<file path="src/rtl/cdown_pkg.sv">
package cdown_pkg;
  localparam int CNT_W  = 32;
  localparam int HALF_W = CNT_W / 2;
  localparam int PRE_W  = 8;
  localparam int ADDR_W = 3;
  localparam int DATA_W = 32;

  typedef enum logic [ADDR_W-1:0] {
    A_CTRL   = 3'd0,
    A_LOAD   = 3'd1,
    A_BGLOAD = 3'd2,
    A_COUNT  = 3'd3,
    A_CLEAR  = 3'd4,
    A_RAW    = 3'd5,
    A_MASKED = 3'd6,
    A_NONE   = 3'd7
  } reg_addr_e;

  typedef struct packed {
    logic       en;
    logic       periodic;
    logic       ie;
    logic [1:0] pre;
    logic       wide;
    logic       oneshot;
  } ctrl_t;

  localparam ctrl_t CTRL_RST = '{en: 1'b0, periodic: 1'b0, ie: 1'b1,
                                 pre: 2'b00, wide: 1'b0, oneshot: 1'b0};

  function automatic ctrl_t ctrl_from_word(input logic [7:0] w);
    ctrl_t c;
    c.en       = w[7];
    c.periodic = w[6];
    c.ie       = w[5];
    c.pre      = w[3:2];
    c.wide     = w[1];
    c.oneshot  = w[0];
    return c;
  endfunction

  function automatic logic [DATA_W-1:0] ctrl_to_word(input ctrl_t c);
    return {{(DATA_W-8){1'b0}}, c.en, c.periodic, c.ie, 1'b0, c.pre, c.wide, c.oneshot};
  endfunction

  // divisor minus one for a prescale code; code 11 behaves like 10
  function automatic logic [PRE_W-1:0] pre_limit(input logic [1:0] code);
    case (code)
      2'b00:   return '0;
      2'b01:   return PRE_W'(15);
      default: return '1;
    endcase
  endfunction

  function automatic logic [CNT_W-1:0] active_part(input logic [CNT_W-1:0] v, input logic wide);
    return wide ? v : {{HALF_W{1'b0}}, v[HALF_W-1:0]};
  endfunction

  function automatic logic [CNT_W-1:0] merge_active(input logic [CNT_W-1:0] old_v,
                                                    input logic [CNT_W-1:0] new_v,
                                                    input logic wide);
    return wide ? new_v : {old_v[CNT_W-1:HALF_W], new_v[HALF_W-1:0]};
  endfunction

  function automatic logic [CNT_W-1:0] next_count(input logic [CNT_W-1:0] cur,
                                                  input logic [CNT_W-1:0] reload,
                                                  input ctrl_t c);
    logic [CNT_W-1:0] act;
    act = active_part(cur, c.wide);
    if (c.oneshot) begin
      if (act == '0) return cur;
      return merge_active(cur, act - 1'b1, c.wide);
    end
    if (c.periodic && (act == CNT_W'(1) || act == '0)) return reload;
    if (act == '0) return merge_active(cur, '1, c.wide);
    return merge_active(cur, act - 1'b1, c.wide);
  endfunction
endpackage

</file>
<file path="src/rtl/cdown_prescale.sv">
module cdown_prescale
  import cdown_pkg::*;
(
  input  logic       clk,
  input  logic       rst_n,
  input  logic       en,
  input  logic [1:0] pre,
  output logic       tick
);
  logic [PRE_W-1:0] div_q;
  logic [PRE_W-1:0] lim;

  assign lim  = pre_limit(pre);
  assign tick = en && (div_q >= lim);

  always_ff @(posedge clk) begin
    if (!rst_n)      div_q <= '0;
    else if (!en)    div_q <= '0;
    else if (tick)   div_q <= '0;
    else             div_q <= div_q + 1'b1;
  end

  // a divided tick is never followed by another tick on the next clock
  a_r6_tick_gap: assert property (@(posedge clk) disable iff (!rst_n)
    (tick && lim != '0) |=> (!tick || pre_limit(pre) == '0));
endmodule

</file>
<file path="src/rtl/cdown_counter.sv">
module cdown_counter
  import cdown_pkg::*;
(
  input  logic             clk,
  input  logic             rst_n,
  input  logic             tick,
  input  ctrl_t            ctl,
  input  logic             load_wr,
  input  logic [CNT_W-1:0] reload,
  output logic [CNT_W-1:0] count,
  output logic             zero_evt
);
  logic pending_q;

  assign zero_evt = tick && !pending_q && (active_part(count, ctl.wide) == CNT_W'(1));

  always_ff @(posedge clk) begin
    if (!rst_n) begin
      count     <= '1;
      pending_q <= 1'b0;
    end else begin
      if (tick) begin
        if (pending_q) count <= reload;
        else           count <= next_count(count, reload, ctl);
      end
      pending_q <= load_wr || (pending_q && !tick);
    end
  end

  a_r8_oneshot_hold: assert property (@(posedge clk) disable iff (!rst_n)
    (ctl.oneshot && !pending_q && active_part(count, ctl.wide) == '0) |=> $stable(count));

  a_r7_upper_keep: assert property (@(posedge clk) disable iff (!rst_n)
    (tick && !pending_q && !ctl.wide) |=> $stable(count[CNT_W-1:HALF_W]));

  a_r3_reload_after_expiry: assert property (@(posedge clk) disable iff (!rst_n)
    (zero_evt && ctl.periodic && !ctl.oneshot) |=> (count == $past(reload)));
endmodule

</file>
<file path="src/rtl/cdown_regs.sv">
module cdown_regs
  import cdown_pkg::*;
(
  input  logic              clk,
  input  logic              rst_n,
  input  logic              bus_sel,
  input  logic              bus_we,
  input  logic [ADDR_W-1:0] bus_addr,
  input  logic [DATA_W-1:0] bus_wdata,
  input  logic [CNT_W-1:0]  count,
  input  logic              zero_evt,
  output ctrl_t             ctl,
  output logic [CNT_W-1:0]  reload,
  output logic              load_wr,
  output logic              raw,
  output logic              irq,
  output logic [DATA_W-1:0] bus_rdata
);
  logic wr, bg_wr, clr_wr, ctl_wr, raw_set;

  assign wr      = bus_sel && bus_we;
  assign ctl_wr  = wr && (bus_addr == A_CTRL);
  assign load_wr = wr && (bus_addr == A_LOAD);
  assign bg_wr   = wr && (bus_addr == A_BGLOAD);
  assign clr_wr  = wr && (bus_addr == A_CLEAR);
  assign raw_set = zero_evt || (load_wr && bus_wdata == '0);
  assign irq     = raw && ctl.ie;

  always_ff @(posedge clk) begin
    if (!rst_n) begin
      ctl    <= CTRL_RST;
      reload <= '0;
      raw    <= 1'b0;
    end else begin
      if (ctl_wr)           ctl    <= ctrl_from_word(bus_wdata[7:0]);
      if (load_wr || bg_wr) reload <= bus_wdata;
      if (raw_set)          raw    <= 1'b1;
      else if (clr_wr)      raw    <= 1'b0;
    end
  end

  always_comb begin
    case (reg_addr_e'(bus_addr))
      A_CTRL:           bus_rdata = ctrl_to_word(ctl);
      A_LOAD, A_BGLOAD: bus_rdata = reload;
      A_COUNT:          bus_rdata = count;
      A_RAW:            bus_rdata = {{(DATA_W-1){1'b0}}, raw};
      A_MASKED:         bus_rdata = {{(DATA_W-1){1'b0}}, irq};
      default:          bus_rdata = '0;
    endcase
  end

  a_r4_expiry_sets: assert property (@(posedge clk) disable iff (!rst_n)
    zero_evt |=> raw);

  a_r9_clear_drops: assert property (@(posedge clk) disable iff (!rst_n)
    (clr_wr && !raw_set) |=> !raw);
endmodule

</file>
<file path="src/rtl/cdown_timer.sv">
module cdown_timer
  import cdown_pkg::*;
(
  input  logic              clk,
  input  logic              rst_n,
  input  logic              bus_sel,
  input  logic              bus_we,
  input  logic [ADDR_W-1:0] bus_addr,
  input  logic [DATA_W-1:0] bus_wdata,
  output logic [DATA_W-1:0] bus_rdata,
  output logic              irq
);
  ctrl_t            ctl;
  logic             tick, zero_evt, load_wr, raw;
  logic [CNT_W-1:0] reload, count;

  cdown_prescale u_pre (
    .clk(clk), .rst_n(rst_n), .en(ctl.en), .pre(ctl.pre), .tick(tick)
  );

  cdown_counter u_cnt (
    .clk(clk), .rst_n(rst_n), .tick(tick), .ctl(ctl), .load_wr(load_wr),
    .reload(reload), .count(count), .zero_evt(zero_evt)
  );

  cdown_regs u_regs (
    .clk(clk), .rst_n(rst_n), .bus_sel(bus_sel), .bus_we(bus_we),
    .bus_addr(bus_addr), .bus_wdata(bus_wdata), .count(count),
    .zero_evt(zero_evt), .ctl(ctl), .reload(reload), .load_wr(load_wr),
    .raw(raw), .irq(irq), .bus_rdata(bus_rdata)
  );

  a_r2_disabled_freeze: assert property (@(posedge clk) disable iff (!rst_n)
    !ctl.en |=> $stable(count));

  a_r10_zero_load_flags: assert property (@(posedge clk) disable iff (!rst_n)
    (bus_sel && bus_we && bus_addr == A_LOAD && bus_wdata == '0) |=> raw);
endmodule

</file>
<file path="config.mk">
export PLATFORM = sky130hd
export DESIGN_NAME = cdown_timer
export DESIGN_NICKNAME = d
export VERILOG_FILES = /design/src/rtl/cdown_pkg.sv /design/src/rtl/cdown_prescale.sv /design/src/rtl/cdown_counter.sv /design/src/rtl/cdown_regs.sv /design/src/rtl/cdown_timer.sv
export SDC_FILE = /design/constraint.sdc
export NUM_CORES = 1
export LEC_CHECK = 0
export CORE_MARGIN = 2
export CORE_UTILIZATION = 55
export CTS_BUF_LIST = sky130_fd_sc_hd__clkbuf_8 sky130_fd_sc_hd__clkbuf_16
export CTS_CLUSTER_DIAMETER = 50
export DETAILED_ROUTE_END_ITERATION = 6
export PLACE_DENSITY = 0.81
export SYNTH_ARGS = -nofsm -noshare
export SYNTH_HDL_FRONTEND = slang
export SYNTH_HIERARCHICAL = 1
export SYNTH_SLANG_ARGS = --single-unit
</file>
<file path="constraint.sdc">
create_clock -name clk -period 5.7 [get_ports clk]
set_input_delay 0.57 -clock clk [delete_from_list [all_inputs] [get_ports clk]]
set_output_delay 0.57 -clock clk [all_outputs]
set_load 0.05 [all_outputs]
</file>
# After elaboration in Yosys (flattened, before gate mapping)
# Index checks and enable logic that the tools add are counted.
# totals
ff_bits	81
in_bits	39
output_inout_bits	33
word_cells	87
# op_classes
n_addsub	2
order_cmp	1
n_eq_ne	9
mux	35
n_bitwise	2
reduce_logical	26
# ops
op	n
$mux 32	12
$pmux 32 s5	1
$logic_not 32->1	2
$eq 32x1->1 const B	1
$sub 32x1->32 const B	1
$mux 1	21
$pmux 8 s2	1
$logic_and 1x1->1	12
$eq 3x3->1 const B	3
$add 8x1->8 const B	1
$ge 8x8->1	1
$eq 3x2->1 const B	2
$ne 6x3->1 const B	1
$logic_or 1x1->1	4
$eq 3x1->1 const B	1
$logic_not 3->1	1
$reduce_or 3->1	1
$eq 2x1->1 const B	1
$logic_not 1->1	2
$logic_not 2->1	1
$not 1->1	2
$reduce_and 2->1	1
$reduce_bool 2->1	1
$reduce_or 2->1	1

# Depth between registers and ports, before layout
# depth
ltp_word	19
mapped_depth	13
mapped_depth_nobuf	11

# By module
# Netlist, hierarchy kept.
# by_module_without_submodules
module	n_inst	cells_each	area_per_inst_um2	seq_area_each_um2
cdown_counter	1	324	2428.6	660.6
cdown_regs	1	244	1958.1	800.8
cdown_prescale	1	55	518.0	160.2

# Worst setup path after synthesis
# No wires, ideal clock.
# synth_path
path_type	register -> register
startpoint	reg u_cnt.count[0]
endpoint	reg u_cnt.count[7]
setup_ns	0.078
arrival_time_ns	2.606
required_ns	5.622
setup_slack_ns	3.016
path_stages_with_launch	11
path_buffers	3
period_less_slack_ns	2.684
path_cell_list	dfxtp_1 -> inv_1 -> ha_1 -> nor4b_1 -> nand4_1 -> o41a_1 -> buf_2 -> and2_4 -> buf_6 -> buf_6 -> a32oi_1
# synth_between
elab_chain_len	15
word_cells_on_any_way	30
classes_between	1 x add/sub; 1 x eq/ne; 25 x mux; 3 x reduce/logical
# synth_rtl
element	line	rtl
start: declaration	cdown_counter.sv:10	output logic [CNT_W-1:0] count,
start signal: assignment	cdown_counter.sv:23	if (pending_q) count <= reload;
start signal: assignment	cdown_counter.sv:24	else count <= next_count(count, reload, ctl);
$mux 32 *	cdown_pkg.sv:56	return wide ? v : {{HALF_W{1'b0}}, v[HALF_W-1:0]};
branches (longest 12 deep; another with $sub 32x1->32)	--	
$mux 32 *	cdown_pkg.sv:74	if (c.periodic && (act == CNT_W'(1) || act == '0)) return reload;
$mux 32 *	cdown_counter.sv:23	
# Every way passes the cells marked *. The select of a mux whose other input is x is not followed.
# A chain may end at the register's enable or synchronous reset.

# Worst setup path in the final report
# layout_path
startpoint	in bus_addr[0]
endpoint	out bus_rdata[31]
# layout_between
elab_chain_len	3
word_cells_on_any_way	8
classes_between	5 x eq/ne; 1 x mux; 2 x reduce/logical
# layout_rtl
element	line	rtl
start: declaration	cdown_timer.sv:8	input logic [ADDR_W-1:0] bus_addr,
$eq 3x2->1 or $eq 3x1->1 (tied branches)	cdown_regs.sv:43	case (reg_addr_e'(bus_addr))
$reduce_or 2->1	cdown_regs.sv:43	
$pmux 32 s5 *	cdown_regs.sv:43	
end: declaration	cdown_timer.sv:10	output logic [DATA_W-1:0] bus_rdata,
# Mark *: on every way between the ends. The rest lies on a longest branch, timed or not.

==> results.yml <==
outcome:
  outcome: "finished, violations left"
  violations: "DRC"
sta:
  worst_pin_slew_ns: 1.251
  final.setup_skew_ns: 0.01199
  layout_min_cycle_time_ns: 3.690
  rsz0062_at_grt: "no"
  whs_ns: 0.4791
  max_freq_mhz: 271.0
  post-route-period-util_pct: 64.74
  finalWorstSetupSlack_ns: 2.010
  finalHoldViolations: 0
  setup_tns_ns: 0
  drv_slew: 0
  setup_viol: 0
  max-slew-margin-rel_pct: 16.32
hold_path:
  worstHoldPathCells: 2
  hold_class: "reg2reg"
clock_network:
  cts-root-buf: "clkbuf_8"
  clk_pin_slew_ns: 0.09
  clock_latency_ns: 0.36
  cts_resized: 0
  tritoncts: "done"
  cts-buffers-inserted: 9
  htree_levels: 3
  cts_sinks: 81
  cts-hold-fix-buffers: 0
  clk_path_buf_depth: 2
  cts_setup_buffers: 0
synth:
  synth_cell_types: 65
  synthesis.nets: 673
  synth_flop_cell: "dfxtp_1"
  async_flop_share_pct: 0
  yosys.area.top_type: "dfxtp_1"
  syn_inst: 623
  synth_most_common_cell: "dfxtp_1"
  yosysTopAreaCellShare_pct: 33.06
  synthTopCellsByArea: "dfxtp_1 (33%), nand2_1 (6.0%), a22o_1 (4.5%)"
  synth_seq_area_share_pct: 33.06
  synth_common_cells: "dfxtp_1 (81), nand2_1 (78), a21oi_1 (42), nor2_1 (41), nor3_1 (31)"
  ys_ff_latch: 81
  syn_area_mm2: 0.004905
  syn_avg_cell_area_um2: 7.873
  synth-edff-count: 0
  synth_warnings: 6
drt:
  drc_errors: 5
  avgViaCountPerCell: 6.932
  drtPass1Iterations: 7
  drt_iter0_markers: 632
  drtAntennaViolNets: 0
  drt_wl_total_mm: 15.81
  route.vias.total: 5372
  wl_per_cell_um: 20.39
place:
  place_congestion: 0.9096
  port-buffer-count: 71
  place_hpwl_mm: 10.86
  pre_cts_ws_ns: 2.048
pwr:
  p_per_area_mw_per_mm2: 217.4
  peakVddDrop_mv: 0.1200
  p_leak_nw: 1.930
  finalPower_mw: 1.249
global_route:
  antenna_found_initial: 0
  grt_pass1_wl_mm: 24.67
  grt_pass1_vias: 4913
  grt_max_degree: 46
  grt_remaining_overflow: 0
  grt_usage_pct: 31.57
worst_setup_path:
  cp-end-kind: "output port"
  crit_type: "in2out"
  path_max_fanout: 25
  crit_arrival_ns: 3.12
  required_ns: 5.13
  r2r_cells: 5
  startpoint_type: "input pin"
layout:
  multi_input_area_mm2: 0.002935
  nNetsFinal: 713
  area_delta_synth_final_pct: 17.09
  final_util_pct: 66.18
  layout-drive-gt1-share_pct: 5.997
  diodes: 0
  final-seq-area_mm2: 0.001622
  fillers: 771
die:
  dieArea_mm2: 0.009689
  die_h_um: 98.44
  coreArea_mm2: 0.008678
  die_width_um: 98.44
  io_pins: 72
  placementRows: 34
  initial_core_util_pct: 56.52
job:
  max-cap-violations: 0
-- where the power goes --
part,switching (mW),total [mW],internal [mW],leakage (nW)
Combinational,0.126,0.216,0.0896,1.19
Clock,0.219,0.385,0.166,0.0778
Sequential,0.0545,0.648,0.594,0.658
Total,0.400,1.25,0.849,1.93
-- per-stage QoR --
step	instances	instance area (um^2)
CTS	775	5743
global route	775	5743
detailed placement	760	5572
finish	775	5743
global placement	760	5572
floorplan	623	4905
-- sequential cells by signal (all words and copies together) (netlist names) --
name             flops
u_regs/raw           1
u_regs/ctl           7
u_cnt/pending_q      1
u_regs/reload       32
u_cnt/count         32
u_pre/div_q          8
-- cell type report --
type / instances / share of cell area, %
Multi-Input combinational cell: 463 / 51.11
Sequential cell: 81 / 28.24
Timing Repair Buffer: 79 / 13.42
Clock buffer: 10 / 2.397
Tap cell: 108 / 2.353
Inverter: 29 / 1.895
Clock inverter: 5 / 0.5882
-- cell usage in the layout (no fill, tap or decap), drive strengths merged, types with 3 or more instances in the layout --
cell type / instances
inv: 30
clkinvlp: 4
or2: 4
nor3: 31
nor2b: 5
nand4: 16
and2: 3
o31ai: 3
nor4b: 5
a22o: 25
nand3: 14
or3: 4
nor4: 25
clkbuf: 10
or4b: 4
xor2: 6
mux2i: 7
nand3b: 3
nor2: 41
nor3b: 3
o22ai: 14
o41a: 3
o21ai: 26
a222oi: 6
a32oi: 12
or4: 15
clkdlybuf4s50: 71
nand2: 78
o32ai: 12
dfxtp: 81
buf: 8
ha: 11
a21oi: 42
a211oi: 12
o211ai: 4
-- layer usage --
layer | wire length, um | vias up | track usage [%]
li1 | - | 2450 | -
met1 | 6538 | 2499 | 42.97
met2 | 6921 | 363 | 47.62
met3 | 1816 | 60 | 6.596
met4 | 528 | 0 | 15.91
met5 | 0 | - | 0
-- logic make-up after synthesis --
logic type | after synthesis | share of synthesized area [%]
fa+ha+maj | 11 | 2.806
simple gates | 258 | 27.22
flops | 81 | 33.06
xor+xnor | 7 | 1.403
compound gates | 180 | 26.56
mux | 7 | 1.429
buf+inv | 79 | 7.525
-- path summary, 6_finish.rpt --
path                             startpoint                        endpoint  slack, ns
max                             bus_addr[0]                   bus_rdata[31]       2.01
min reg2reg  u_regs/reload[21]$_SDFFE_PN0P_  u_regs/reload[21]$_SDFFE_PN0P_       0.48
max reg2reg    u_cnt/count[18]$_SDFFE_PN1P_    u_cnt/count[18]$_SDFFE_PN1P_       2.32
min          u_regs/reload[21]$_SDFFE_PN0P_  u_regs/reload[21]$_SDFFE_PN0P_       0.48
-- worst max-delay path, cell delays in order --
cell             delay [ns]
clkdlybuf4s50_1        0.63
xor2_2                 0.37
nor2b_1                0.19
buf_4                  0.33
a22o_1                 0.20
clkdlybuf4s50_1        0.81
(Power assumes the default switching activity.)
